$ cat config.mk
export PLATFORM = sky130hd
export DESIGN_NAME = doorbell_cmd_gate
export DESIGN_NICKNAME = d
export VERILOG_FILES = /design/src/rtl/doorbell_pkg.sv /design/src/rtl/db_credit.sv /design/src/rtl/fetch_gate.sv /design/src/rtl/doorbell_cmd_gate.sv
export SDC_FILE = /design/constraint.sdc
export NUM_CORES = 1
export LEC_CHECK = 0
export ABC_CLOCK_PERIOD_IN_PS = 5200
export BUFFER_PORTS_ARGS = -buffer_cell sky130_fd_sc_hd__buf_2
export CAP_MARGIN = 25
export CORE_UTILIZATION = 45
export CTS_BUF_LIST = sky130_fd_sc_hd__clkbuf_8
export DETAILED_ROUTE_END_ITERATION = 8
export PLACE_DENSITY_LB_ADDON = 0.25
export SLEW_MARGIN = 15
export SYNTH_ARGS = -nofsm -noshare
export SYNTH_HDL_FRONTEND = slang
export SYNTH_HIERARCHICAL = 1
export SYNTH_SLANG_ARGS = --single-unit
$ cat constraint.sdc
create_clock -name clk -period 5.2 [get_ports clk]
set_input_delay 1.04 -clock clk [delete_from_list [all_inputs] [get_ports clk]]
set_output_delay 1.04 -clock clk [all_outputs]
set_load 0.005 [all_outputs]
$ cat src/rtl/doorbell_pkg.sv
package doorbell_pkg;
  typedef enum logic {
    GATE_RUN  = 1'b0,
    GATE_WAIT = 1'b1
  } gate_st_e;
endpackage

$ cat src/rtl/db_credit.sv
module db_credit #(
  parameter int CW = 8
) (
  input  logic          clk,
  input  logic          rst_n,
  input  logic          wr_en,
  input  logic [CW-1:0] wr_val,
  input  logic          take,
  output logic [CW-1:0] count,
  output logic          credit_low
);
  function automatic logic [CW-1:0] credit_next(input logic [CW-1:0] cur,
                                                 input logic [CW-1:0] inc,
                                                 input logic          spend);
    logic [CW-1:0] dec;
    dec = spend ? {{(CW-1){1'b0}}, 1'b1} : '0;
    return cur + inc - dec;
  endfunction

  function automatic logic not_positive(input logic [CW-1:0] v);
    return v[CW-1] || (v == '0);
  endfunction

  logic [CW-1:0] inc_eff;
  assign inc_eff    = wr_en ? wr_val : '0;
  assign credit_low = not_positive(count);

  always_ff @(posedge clk) begin
    if (!rst_n) count <= '0;
    else        count <= credit_next(count, inc_eff, take);
  end


  spend_dec_chk: assert property (@(posedge clk) disable iff (!rst_n)
    (take && !wr_en) |=> (count + 1'b1) == $past(count));

  write_add_chk: assert property (@(posedge clk) disable iff (!rst_n)
    (wr_en && !take) |=> count == $past(count) + $past(wr_val));
endmodule

$ cat src/rtl/fetch_gate.sv
module fetch_gate
  import doorbell_pkg::*;
#(
  parameter int LW = 5
) (
  input  logic          clk,
  input  logic          rst_n,
  input  logic          head_valid,
  input  logic          head_acq,
  input  logic          credit_low,
  input  logic          release_wr,
  input  logic          xdis,
  input  logic [LW-1:0] level,
  output logic          pop,
  output logic          take,
  output logic          stalled
);
  gate_st_e      st_q;
  logic          dis_q;
  logic [LW-1:0] drain_q;
  logic          dis_rise, run_ok, blocked;

  assign dis_rise = xdis && !dis_q;
  assign run_ok   = !xdis || dis_rise || (drain_q != '0);
  assign blocked  = run_ok && head_valid && head_acq && credit_low && (st_q == GATE_RUN);
  assign pop      = run_ok && head_valid && (st_q == GATE_RUN) && !(head_acq && credit_low);
  assign take     = pop && head_acq;
  assign stalled  = (st_q == GATE_WAIT);

  logic [LW-1:0] pop_w;
  assign pop_w = {{(LW-1){1'b0}}, pop};

  always_ff @(posedge clk) begin
    if (!rst_n) begin
      st_q    <= GATE_RUN;
      dis_q   <= 1'b0;
      drain_q <= '0;
    end else begin
      dis_q <= xdis;
      if (release_wr)   st_q <= GATE_RUN;
      else if (blocked) st_q <= GATE_WAIT;
      if (!xdis)                         drain_q <= '0;
      else if (dis_rise)                 drain_q <= (level > pop_w) ? level - pop_w : '0;
      else if (pop && drain_q != '0)     drain_q <= drain_q - 1'b1;
    end
  end


  stall_hold_chk: assert property (@(posedge clk) disable iff (!rst_n)
    (stalled && !release_wr) |=> stalled);

  stall_nopop_chk: assert property (@(posedge clk) disable iff (!rst_n)
    stalled |-> !pop);

  halt_nopop_chk: assert property (@(posedge clk) disable iff (!rst_n)
    (xdis && dis_q && drain_q == '0) |-> !pop);
endmodule

$ cat src/rtl/doorbell_cmd_gate.sv
module doorbell_cmd_gate #(
  parameter int CW    = 8,
  parameter int DEPTH = 16,
  localparam int LVL_W = $clog2(DEPTH + 1)
) (
  input  logic             clk,
  input  logic             rst_n,
  input  logic             db_wr_en,
  input  logic [CW-1:0]    db_wr_data,
  output logic [CW-1:0]    db_count,
  input  logic             cmd_valid,
  input  logic             cmd_is_acq,
  input  logic [LVL_W-1:0] fifo_level,
  input  logic             exec_busy,
  input  logic             exec_disable,
  output logic             cmd_pop,
  output logic             stalled,
  output logic             idle
);
  logic credit_low, take, release_wr;

  assign release_wr = db_wr_en && (db_wr_data != '0);
  assign idle       = (fifo_level == '0) && !exec_busy;

  db_credit #(.CW(CW)) u_credit (
    .clk(clk), .rst_n(rst_n), .wr_en(db_wr_en), .wr_val(db_wr_data),
    .take(take), .count(db_count), .credit_low(credit_low)
  );

  fetch_gate #(.LW(LVL_W)) u_gate (
    .clk(clk), .rst_n(rst_n), .head_valid(cmd_valid), .head_acq(cmd_is_acq),
    .credit_low(credit_low), .release_wr(release_wr), .xdis(exec_disable),
    .level(fifo_level), .pop(cmd_pop), .take(take), .stalled(stalled)
  );


  acq_credit_chk: assert property (@(posedge clk) disable iff (!rst_n)
    (cmd_pop && cmd_is_acq) |-> !(db_count[CW-1] || db_count == '0));
endmodule

; Yosys cells after proc, flatten, opt, wreduce, memory -nomap -nowiden
; Cells that the tools add are included.
[word_totals]
ff_bits = 15
input_bits = 20
output_inout_bits = 11
word_cells = 42
[classes]
add_sub_neg = 4
order_cmp = 1
mux = 5
n_bitwise = 2
n_reduce_logical = 26
[op_table]
columns = op, n
row1 = $mux W5, 3
row2 = $logic_and A1 B1 Y1, 12
row3 = $add A8 B8 Y8, 1
row4 = $logic_not A8 Y1, 1
row5 = $mux W8, 1
row6 = $reduce_bool A8 Y1, 1
row7 = $sub A8 B8 Y8, 1
row8 = $gt A5 B1 Y1, 1
row9 = $logic_not A5 Y1, 1
row10 = $reduce_bool A5 Y1, 1
row11 = $sub A5 B1 Y5, 1
row12 = $sub A5 B1 Y5 const B, 1
row13 = $logic_not A1 Y1, 4
row14 = $logic_or A1 B1 Y1, 3
row15 = $not A1 Y1, 2
row16 = $reduce_and A2 Y1, 1
row17 = $reduce_bool A2 Y1, 1
row18 = $reduce_or A2 Y1, 1
row19 = $mux W1, 1

; Longest topological paths before layout
; Gate-level depths: netlist of run 1.
[logic_depth]
word_depth = 10
depth_mapped = 14
ltp_nobuf = 14

; By module
; Netlist of run 1, hierarchy kept.
[modules_own_cells]
columns = module, n_inst, cells_each, area_per_inst_um2, seq_area_each_um2
row1 = db_credit, 1, 94, 768.2, 160.2
row2 = fetch_gate, 1, 61, 501.7, 140.1
row3 = doorbell_cmd_gate, 1, 5, 37.5, 0.0

; Worst setup path before layout of run 1
; No wires, ideal clock.
[synth_timing]
path_type = input-to-reg
startpoint = in cmd_is_acq
endpoint = reg u_credit.count[6]
setup_ns = 0.120
arrival_time_ns = 2.891
setup_slack_ns = 2.188
stages = 12
path_buffers = 0
path_cell_list = nand2_1 > and3b_1 > and3_1 > ha_1 > inv_1 > ha_1 > inv_1 > fa_1 > nor2b_4 > o31ai_1 > a21oi_1 > nor3b_2
[synth_between]
elab_chain_cells = 6
[synth_rtl]
columns = element, line_no
row1 = from (decl), doorbell_cmd_gate.sv:12  ; input logic cmd_is_acq,
row2 = $logic_and A1 B1 Y1, fetch_gate.sv:26  ; assign pop = run_ok && head_valid && (st_q == GATE_RUN) && !(head_acq && credit_low);
row3 = $logic_not A1 Y1, fetch_gate.sv:26
row4 = $logic_and A1 B1 Y1, fetch_gate.sv:26
row5 = $logic_and A1 B1 Y1 (*), fetch_gate.sv:27  ; assign take = pop && head_acq;
row6 = net take, doorbell_cmd_gate.sv:20  ; logic credit_low, take, release_wr;
row7 = $mux W1 (*), db_credit.sv:16  ; dec = spend ? {{(CW-1){1'b0}}, 1'b1} : '0;
row8 = $sub A8 B8 Y8 (*), db_credit.sv:17  ; return cur + inc - dec;
row9 = to (signal assigned), db_credit.sv:30  ; else count <= credit_next(count, inc_eff, take);
row10 = to (decl), db_credit.sv:9  ; output logic [CW-1:0] count,
; The timed path passes the listed nets; every way through them passes the cells marked *.
; A chain may end at the register's enable or synchronous reset.

; Worst setup path after layout of run 1
[layout_timing]
startpoint = reg u_credit.count[2]
endpoint = reg u_credit.count[6]
[layout_between]
elab_chain_cells = 8
elab_cells_between_ends = 9
classes_between = 2 x add/sub / 1 x mux / 6 x reduce/logical
[layout_rtl]
columns = element, line_no
row1 = $logic_not A8 Y1, db_credit.sv:21  ; return v[CW-1] || (v == '0);
row2 = $logic_or A1 B1 Y1, db_credit.sv:21
row3 = net credit_low, doorbell_cmd_gate.sv:20
row4 = $logic_and A1 B1 Y1, fetch_gate.sv:26
row5 = $logic_not A1 Y1, fetch_gate.sv:26
row6 = $logic_and A1 B1 Y1, fetch_gate.sv:26
row7 = $logic_and A1 B1 Y1, fetch_gate.sv:27
row8 = net take, doorbell_cmd_gate.sv:20
row9 = $mux W1, db_credit.sv:16
row10 = $sub A8 B8 Y8, db_credit.sv:17
; The timed path passes the listed nets, and every way through them passes these cells.

==> impl_metrics.json, run 1 <==
{
  "cts_max_level": 1,
  "syn-num-nets": 199,
  "drt_wl_total_mm": 2.792,
  "hold_violations": 0,
  "clock-root-buffer": "clkbuf_8",
  "netlist_instances": 160,
  "drt_iter0_drc": 52,
  "arrival_ns": 3.37,
  "synthAdderAreaFrac": 0.1876,
  "fin_nets": 233,
  "routed-wl-met2_mm": 1.138,
  "min_path_type": "flip-flop to flip-flop",
  "core_mm2": 0.002758,
  "vias_per_cell": 5.348,
  "ys_seq_area_frac": 0.2297,
  "synth-compound-area-share": 0.1541,
  "area_growth_pct": 17.61,
  "initial_core_util": 0.4741,
  "ios": 31,
  "ys_ff_latch": 15,
  "cts_hold_buf": 0,
  "num_vias": 1198,
  "cp-start-kind": "flip-flop",
  "rsz0062_at_grt": "no",
  "first_global_vias": 1067,
  "wl_met1_mm": 1.387,
  "cts_resized": 0,
  "grt_first_pass_wirelength_mm": 4.774,
  "die_h_um": 55.91,
  "yosysTopAreaCellShare": 0.2297,
  "path_max_fanout": 4,
  "rrSetupSlack_ns": 1.97,
  "power_density_mw_per_mm2": 473.0,
  "synthSimpleGateAreaFrac": 0.2852,
  "power_mw": 0.7274,
  "fin_skew_ns": 0.004507,
  "clk_latency_ns": 0.25,
  "synth_edf_count": 0,
  "final_antenna_net_count": 0,
  "antenna_found_initial": 0,
  "layout_min_cycle_time_ns": 3.233,
  "clkSlewWorstSetupHoldPaths_ns": 0.07,
  "drive_gt1_frac": 0.2383,
  "p_leak_nw": 0.7587,
  "required_ns": 5.34,
  "worstHoldStart": "u_gate/dis_q",
  "wl_met3_um": 214,
  "wl_per_cell_um": 12.46,
  "syn_area_mm2": 0.001308,
  "critPathKind": "flip-flop to flip-flop",
  "status": "finished clean",
  "numCtsBuffers": 3,
  "rows": 19,
  "timing.rr.end": "u_credit/count[6]",
  "synth_area_per_cell_um2": 8.172,
  "whs_ns": 0.5337,
  "utilization": 0.5576,
  "synth_xor_area_frac": 0.04689,
  "fp.dieArea_mm2": 0.003125,
  "slew_violations": 0,
  "cap_violations": 0,
  "critPathCaptureType": "flip-flop",
  "place.gp.congestion": 0.9218,
  "ir_drop_mv": 0.3538,
  "drt-pass1-iter-count": 4,
  "dpl.hpwl_mm": 2.384,
  "grt_max_degree": 10,
  "r2r-start": "u_credit/count[2]",
  "crit_family": "simple AND/OR/NAND/NOR gates",
  "ys_warn_count": 6,
  "setup_slack_ns": 1.967,
  "ys.flop_type": "dfxtp_1",
  "synthTopCellsByArea": "dfxtp_1 (23%), ha_1 (17%), inv_1 (7.8%)",
  "synth_top_family_by_area": "simple AND/OR/NAND/NOR gates",
  "pre_cts_slack_ns": 1.881,
  "path_buf_inv": 2,
  "ys_types": 47,
  "synth_top_cell_by_area": "dfxtp_1",
  "worstMarginPinSlew_ns": 0.4897,
  "slowest_delay_ns": 0.47,
  "fmax_ghz": 0.3093,
  "cts_tree": "done",
  "clock_sinks": 15,
  "cpMaxStageDelayCell": "nor4_1",
  "whs_endpoint": "u_gate/drain_q[2]",
  "synthMuxAreaShare": 0.01531,
  "path_cells": "nor4_1, a41o_1, nand2_1, and3b_1, and3_1, ha_1, inv_1, ha_1, inv_1, fa_1, nor2b_4, o31ai_1, a21oi_1, nor3b_2",
  "track_usage": 0.1969,
  "grt_remaining_overflow": 0,
  "rr_worst_depth": 14,
  "die_w_um": 55.91,
  "setup_tns_ns": 0,
  "finalCritPeriodShare": 0.6218,
  "slew_headroom": 0.6705,
  "drc_errors": 0,
  "post_cts_buffers": 0,
  "hold_path_depth": 1,
  "dr.max_layer_used": "met4",
  "setup_viol": 0,
  "ys_async_sr_fraction": 0,
  "clockBufferDepth": 2,
  "port_buffers": 30,
  "diodes": 0
}
==> worst max-delay path by stage <==
stage                 startpoint  slack, ns                end  depth (start not counted)
6_report       u_credit/count[2]       1.97  u_credit/count[6]                         14
5_1_grt        u_credit/count[2]       1.78  u_credit/count[6]                         14
4_1_cts        u_credit/count[1]       1.93  u_credit/count[6]                         14
3_5_place_dp          cmd_is_acq       1.88  u_credit/count[6]                         13
3_3_place_gp          cmd_is_acq       1.99  u_credit/count[6]                         13
2_1_floorplan         cmd_is_acq       2.19  u_credit/count[6]                         12
==> cell families (layout without fill, tap and decap cells) <==
kind of cell | after synthesis | after routing
buffers and inverters | 28 | 61
flip-flops | 15 | 15
multiplexers | 2 | 2
adder cells (fa/ha/maj) | 19 | 19
AND/OR/NAND/NOR | 61 | 61
XOR/XNOR | 7 | 7
AO/OA/AOI/OAI | 28 | 28
==> per-stage QoR <==
| step | area [um2] | std cells |
|---|---|---|
| 2_1_floorplan | 1308 | 160 |
| 3_3_place_gp | 1491 | 220 |
| 3_5_place_dp | 1491 | 220 |
| 4_1_cts | 1538 | 224 |
| 5_1_grt | 1538 | 224 |
| 6_report | 1538 | 224 |
==> synth_stat cells, drive strengths merged, types with 2 or more instances <==
master / count
and2: 2
nand2: 14
ha: 18
mux2i: 2
xnor2: 5
nor2: 11
nor3b: 5
inv: 27
xor2: 2
o31ai: 2
o21ai: 5
a211oi: 2
o21a: 2
nor4: 5
nor2b: 2
a21oi: 7
dfxtp: 15
nor3: 8
o22ai: 2
nand3: 5
==> cell usage in the layout (no fill, tap or decap), types with 3 or more instances in the layout <==
master,instances
clkbuf_8,3
nand2_1,14
dfxtp_1,15
a21oi_1,6
nor3_1,6
nor2_1,11
xnor2_1,5
nor4_1,4
ha_1,18
inv_1,27
nor3b_1,3
buf_2,30
o21ai_0,4
nand3_1,5
==> layout make-up <==
| type | count | area (um2) |
|---|---|---|
| clock buffers | 3 | 41.29 |
| clock inverters | 1 | 5.005 |
| repair buffers | 30 | 150.1 |
| well taps | 31 | 38.79 |
| multi-input cells | 117 | 900.9 |
| flip-flops and latches | 15 | 300.3 |
| fillers | 253 | 1220 |
| inverters | 27 | 101.3 |
==> power by group <==
part           internal, mW  total, mW  switching, mW
Sequential            0.146      0.169         0.0225
Combinational         0.212      0.462          0.251
Clock                0.0531     0.0965         0.0434
Total                 0.411      0.727          0.317
==> state kept, by name, indices dropped and copies added (netlist names) <==
register	cells
u_gate/stalled	1
u_gate/drain_q	5
u_credit/count	8
u_gate/dis_q	1
==> per-layer routing <==
metal	GRT usage	up-vias
li1	-	622
met1	0.2834	529
met2	0.2909	42
met3	0.03256	5
met4	0.08362	0
met5	0	-
==> worst reg2reg max path, cell delays in order, from the launching register on <==
cell     delay [ns]
dfxtp_1        0.33
nor4_1         0.47
a41o_1         0.28
nand2_1        0.11
and3b_1        0.24
and3_1         0.20
ha_1           0.28
inv_1          0.06
ha_1           0.20
inv_1          0.07
fa_1           0.42
nor2b_4        0.15
o31ai_1        0.09
a21oi_1        0.18
nor3b_2        0.07
Note: power is estimated with default switching activity, not from simulation.
==> run 2, diff against run 1 <==
--- a/config.mk
+++ b/config.mk
@@ -5,7 +5,7 @@
 export SDC_FILE = /design/constraint.sdc
 export NUM_CORES = 1
 export LEC_CHECK = 0
-export ABC_CLOCK_PERIOD_IN_PS = 5200
+export ABC_CLOCK_PERIOD_IN_PS = 2600
 export BUFFER_PORTS_ARGS = -buffer_cell sky130_fd_sc_hd__buf_2
 export CAP_MARGIN = 25
 export CORE_UTILIZATION = 45
==> constraint.sdc (replaced) <==
create_clock -name clk -period 2.6 [get_ports clk]
set_input_delay 0.52 -clock clk [delete_from_list [all_inputs] [get_ports clk]]
set_output_delay 0.52 -clock clk [all_outputs]
set_load 0.005 [all_outputs]
==> impl_metrics.json, run 2 (synthesized netlist as in run 1, its figures left out) <==
{
  "status": "complete, but fails checks",
  "violations": "negative setup slack",
  "path_max_fanout": 3,
  "timing.rr.end": "u_credit/count[6]",
  "reg_top3": "u_credit/count (8), u_gate/drain_q (5)",
  "vias_per_cell": 5.416,
  "fmax_ghz": 0.3616,
  "slew_headroom": 0.7987,
  "clkSlewWorstSetupHoldPaths_ns": 0.07,
  "arrival_ns": 2.94,
  "required_ns": 2.78,
  "rr_worst_depth": 15,
  "fin_skew_ns": 0.006395,
  "largest-register": "u_credit/count",
  "rsz0062_at_grt": "yes",
  "fp.dieArea_mm2": 0.003125,
  "clock-root-buffer": "clkbuf_8",
  "critPathCaptureType": "flip-flop",
  "grt_first_pass_wirelength_mm": 5.478,
  "first_global_vias": 1228,
  "critPathKind": "flip-flop to flip-flop",
  "rrSetupSlack_ns": -0.17,
  "dpl.hpwl_mm": 2.648,
  "num_vias": 1327,
  "r2r-start": "u_credit/count[1]",
  "cp-start-kind": "flip-flop",
  "die_w_um": 55.91,
  "place.gp.congestion": 0.8850,
  "final_common_cell": "buf_2",
  "drt_iter0_drc": 60,
  "hold_path_depth": 1,
  "whs_ns": 0.5360,
  "ios": 31,
  "area_growth_pct": 37.03,
  "port_buffers": 30,
  "drt-pass1-iter-count": 4,
  "power_density_mw_per_mm2": 981.6,
  "place_inst": 236,
  "wl_per_cell_um": 13.87,
  "hold_violations": 0,
  "p_leak_nw": 0.8822,
  "layout_min_cycle_time_ns": 2.765,
  "fin_nets": 254,
  "setup_slack_ns": -0.1653,
  "antenna_found_initial": 0,
  "cap_violations": 0,
  "cts_max_level": 1,
  "cts_hold_buf": 0,
  "clockBufferDepth": 2,
  "drive_gt1_frac": 0.3785,
  "ir_drop_mv": 0.8448,
  "setup_viol": 4,
  "fin_cells": 245,
  "track_usage": 0.2239,
  "numCtsBuffers": 3,
  "largest_reg_flops": 8,
  "grt_remaining_overflow": 0,
  "drc_errors": 0,
  "layout_common_cells": "buf_2 (30), inv_1 (25), buf_4 (19)",
  "slew_violations": 0,
  "min_path_type": "flip-flop to flip-flop",
  "initial_core_util": 0.4741,
  "worstMarginPinSlew_ns": 0.3000,
  "die_h_um": 55.91,
  "final_antenna_net_count": 0,
  "diodes": 0,
  "core_mm2": 0.002758,
  "cts_tree": "done",
  "drt_wl_total_mm": 3.399,
  "rows": 19,
  "grt_max_degree": 10,
  "clk_latency_ns": 0.25,
  "worstHoldStart": "u_gate/dis_q",
  "finalCritPeriodShare": 1.064,
  "clock_sinks": 15,
  "whs_endpoint": "u_gate/drain_q[2]"
}
==> run 2: changes by cell type in the layout (fill, tap and decap cells not counted), moves of 2 or more <==
cell     previous run  this run
dfxtp_2             0         2
buf_6               0         2
inv_1              27        25
dfxtp_1            15        13
buf_4               0        19
inv_2               0         2
==> run 2: area by class of cell <==
| class | count | area, um2 |
|---|---|---|
| multi-input cells | 117 | 987.2 |
| fillers | 221 | 965.9 |
| repair buffers | 51 | 315.3 |
| flip-flops and latches | 15 | 302.8 |
| inverters | 27 | 101.3 |
| clock buffers | 3 | 41.29 |
| well taps | 31 | 38.79 |
| clock inverters | 1 | 5.005 |
==> run 2: routing by layer <==
metal / track usage / up-vias / part of all wire
li1: - / 665 / -
met3: 0.02558 / 4 / 0.046
met2: 0.3546 / 35 / 0.47
met5: 0 / - / 0
met4: 0.07666 / 0 / 0.0085
met1: 0.3165 / 623 / 0.47
==> run 2: power by group <==
part           internal, mW  leakage, nW  switching, mW
combinational         0.591        0.732          0.632
clock                 0.106       0.0255         0.0869
sequential            0.294        0.125         0.0493
total                 0.991        0.882          0.768
==> run 2: worst max-delay path by stage <==
stage | startpoint | cells after the start | to
finish | u_credit/count[1] | 15 | u_credit/count[6]
global placement | u_gate/drain_q[0] | 15 | u_credit/count[6]
detailed placement | u_credit/count[0] | 14 | u_credit/count[6]
CTS | u_credit/count[1] | 14 | u_credit/count[4]
floorplan | u_credit/count[0] | 14 | u_credit/count[6]
global route | u_credit/count[1] | 14 | u_credit/count[4]
==> run 2: stage by stage <==
stage / power, mW / util / area (um2) / setup slack, ns / setup TNS [ns]
after floorplan: 1.061 / - / 1321 / -0.03750 / -0.05581
after CTS: 1.633 / 0.6216 / 1714 / -0.1153 / -0.2948
after detailed placement: 1.369 / 0.5894 / 1625 / -0.2728 / -0.8918
after global routing: 1.896 / 0.6497 / 1792 / -0.3124 / -1.315
final: 1.759 / 0.6497 / 1792 / -0.1653 / -0.4482
after global placement: 1.323 / 0.5894 / 1625 / -0.1032 / -0.2288
==> run 2: timing repair <==
item / in CTS / in global routing
resized for setup: 6 / 10
endpoints found under the setup margin: 6 / 10
pin swaps: 9 / 7
buffers inserted: 1 / 4
==> run 2: critical path: stages (launching register included) <==
cell	delay [ns]
dfxtp_2	0.33
nor4_4	0.28
a41o_1	0.23
nand2_2	0.06
and3b_1	0.17
and3_1	0.14
ha_1	0.28
inv_2	0.07
ha_4	0.13
inv_2	0.04
fa_2	0.37
nor2b_4	0.15
buf_6	0.11
o31ai_4	0.06
nand3_1	0.10
nor3b_2	0.17
==> run 3, diff against run 2 <==
--- a/config.mk
+++ b/config.mk
@@ -5,6 +5,7 @@
 export SDC_FILE = /design/constraint.sdc
 export NUM_CORES = 1
 export LEC_CHECK = 0
+export ABC_AREA = 1
 export ABC_CLOCK_PERIOD_IN_PS = 2600
 export BUFFER_PORTS_ARGS = -buffer_cell sky130_fd_sc_hd__buf_2
 export CAP_MARGIN = 25
==> impl_metrics.json, run 3 <==
{
  "multi_input_area_mm2": 0.001030,
  "pre_cts_slack_ns": 0.06924,
  "cts_tree": "done",
  "wl_per_cell_um": 10.29,
  "n_fill_cell": 318,
  "final_antenna_net_count": 0,
  "yosysTopAreaCellShare": 0.1988,
  "layout_min_cycle_time_ns": 2.448,
  "reg_top3": "u_credit/count (8), u_gate/drain_q (5)",
  "seq_area_um2": 305.3,
  "drc_errors": 0,
  "fp.dieArea_mm2": 0.003592,
  "die_h_um": 59.93,
  "syn-num-nets": 279,
  "synth_edf_count": 0,
  "grt_first_pass_wirelength_mm": 5.161,
  "cp-start-kind": "flip-flop",
  "ys_ff_latch": 15,
  "first_global_vias": 1244,
  "place.gp.congestion": 0.8665,
  "status": "finished clean",
  "num_vias": 1511,
  "p_leak_nw": 1.039,
  "cap_violations": 0,
  "path_max_fanout": 3,
  "fmax_ghz": 0.4086,
  "track_usage": 0.1970,
  "largest-register": "u_credit/count",
  "die_w_um": 59.93,
  "clock-root-buffer": "clkbuf_8",
  "area_growth_pct": 22.04,
  "ys.flop_type": "dfxtp_1",
  "port_buffers": 30,
  "fin_skew_ns": 0.002343,
  "final_common_cell": "nand2_1",
  "drt_iter0_drc": 73,
  "clkSlewWorstSetupHoldPaths_ns": 0.06,
  "synth_area_per_cell_um2": 6.292,
  "ys_async_sr_fraction": 0,
  "numCtsBuffers": 3,
  "worstMarginPinSlew_ns": 0.2223,
  "critPathCaptureType": "flip-flop",
  "ios": 31,
  "setup_viol": 0,
  "drive_gt1_frac": 0.2842,
  "place_inst": 313,
  "hold_violations": 0,
  "postPlaceCellArea_mm2": 0.001707,
  "yosysMostFrequentCell": "nand2_1",
  "ys_seq_area_frac": 0.1988,
  "ir_drop_mv": 0.5489,
  "final_cell_area_mm2": 0.001843,
  "arrival_ns": 2.64,
  "syn_area_mm2": 0.001510,
  "cts_max_level": 1,
  "vias_per_cell": 4.693,
  "synth_top_cell_by_area": "dfxtp_1",
  "slew_headroom": 0.8518,
  "required_ns": 2.79,
  "core_mm2": 0.003128,
  "largest_reg_flops": 8,
  "ys_warn_count": 6,
  "setup_slack_ns": 0.1524,
  "power_density_mw_per_mm2": 836.9,
  "dpl.hpwl_mm": 2.668,
  "synth_commonest_cells": "nand2_1 (56), inv_1 (51), nor2_1 (37), ha_1 (18)",
  "synthTopCellsByArea": "dfxtp_1 (20%), ha_1 (15%), nand2_1 (14%)",
  "clk_latency_ns": 0.25,
  "drt-pass1-iter-count": 4,
  "min_path_type": "flip-flop to flip-flop",
  "fin_nets": 318,
  "drt_wl_total_mm": 3.312,
  "netlist_instances": 240,
  "initial_core_util": 0.4828,
  "clock_sinks": 15,
  "clockBufferDepth": 2,
  "critPathKind": "flip-flop to flip-flop",
  "rows": 20,
  "grt_max_degree": 11,
  "ys_types": 33,
  "diodes": 0,
  "antenna_found_initial": 0,
  "grt_remaining_overflow": 0,
  "layout_common_cells": "nand2_1 (53), inv_1 (47), nor2_1 (36)",
  "slew_violations": 0,
  "fin_cells": 322,
  "finalCritPeriodShare": 0.9414
}
[run 3: changes by cell type in the layout (fill, tap and decap cells not counted), sizes merged, moves of 6 or more]
cell and change:
nand2 +45, inv +28, nor3 -6, nor2 +33
nand3 +10, buf -15
[run 3: final timing paths]
path	from	to	slack, ns	cells past startpoint
worst max-delay path	u_gate/drain_q[1]	u_credit/count[6]	0.15	19
worst max register to register	u_gate/drain_q[1]	u_credit/count[6]	0.15	19
worst min-delay path	u_gate/drain_q[1]	u_gate/drain_q[1]	0.54	2
worst min register to register	u_gate/drain_q[1]	u_gate/drain_q[1]	0.54	2
[run 3: where the power goes]
| group | internal (mW) | total, mW | switching (mW) |
|---|---|---|---|
| Clock | 0.105 | 0.189 | 0.0846 |
| Sequential | 0.296 | 0.351 | 0.0549 |
| Combinational | 0.443 | 1.00 | 0.559 |
[run 3: cell type report]
class                   instances  area share
clock inverters                 1    0.002037
clock buffers                   3     0.02240
multi-input cells             169      0.5587
inverters                      54      0.1154
well taps                      44     0.02987
repair buffers                 36      0.1059
flip-flops and latches         15      0.1656
[run 3: worst max-delay path: stages, from the launching register on]
cell      delay (ns)
dfxtp_2         0.33
inv_4           0.08
ha_4            0.13
inv_2           0.03
nor2_2          0.14
nand3_2         0.11
nand3_2         0.09
nor2_2          0.05
ha_1            0.27
inv_1           0.07
ha_2            0.18
inv_2           0.04
fa_2            0.34
inv_2           0.07
nand2_2         0.05
nand2_2         0.07
nand3b_1        0.11
nand3_1         0.10
nand2_1         0.05
nor2_1          0.09
[run 3: cells by family after synthesis]
family                     synth area share
and+or+nand+nor                      0.4234
adders and majority gates            0.1624
xor gates and xnor gates            0.01160
AOI/OAI and AO/OA                   0.05385
DFF                                  0.1988
buffers and inverters                0.1500
[run 3: through the flow]
step | power (mW) | utilization | TNS, ns | hold WS, ns
2_1_floorplan | 1.065 | - | 0 | 0.4776
3_3_place_gp | 1.268 | 0.5456 | 0 | 0.5000
3_5_place_dp | 1.286 | 0.5456 | 0 | 0.5121
4_1_cts | 1.487 | 0.5600 | 0 | 0.5233
5_1_grt | 1.718 | 0.5892 | -0.07160 | 0.5506
6_report | 1.542 | 0.5892 | 0 | 0.5443
[run 3: routing by layer]
metal  track usage  vias to the layer above  routed length [um]
met3       0.03247                        2                 200
met1        0.2756                      655                1707
met4       0.07309                        0                  19
li1              -                      811                   -
met2        0.3016                       43                1385
met5             0                        -                   0
[run 3: timing repair]
item | in CTS | in global routing
resized for setup | 0 | 22
setup buffers | 0 | 5
endpoints found under the setup margin | 0 | 2
hold buffers | 0 | 0
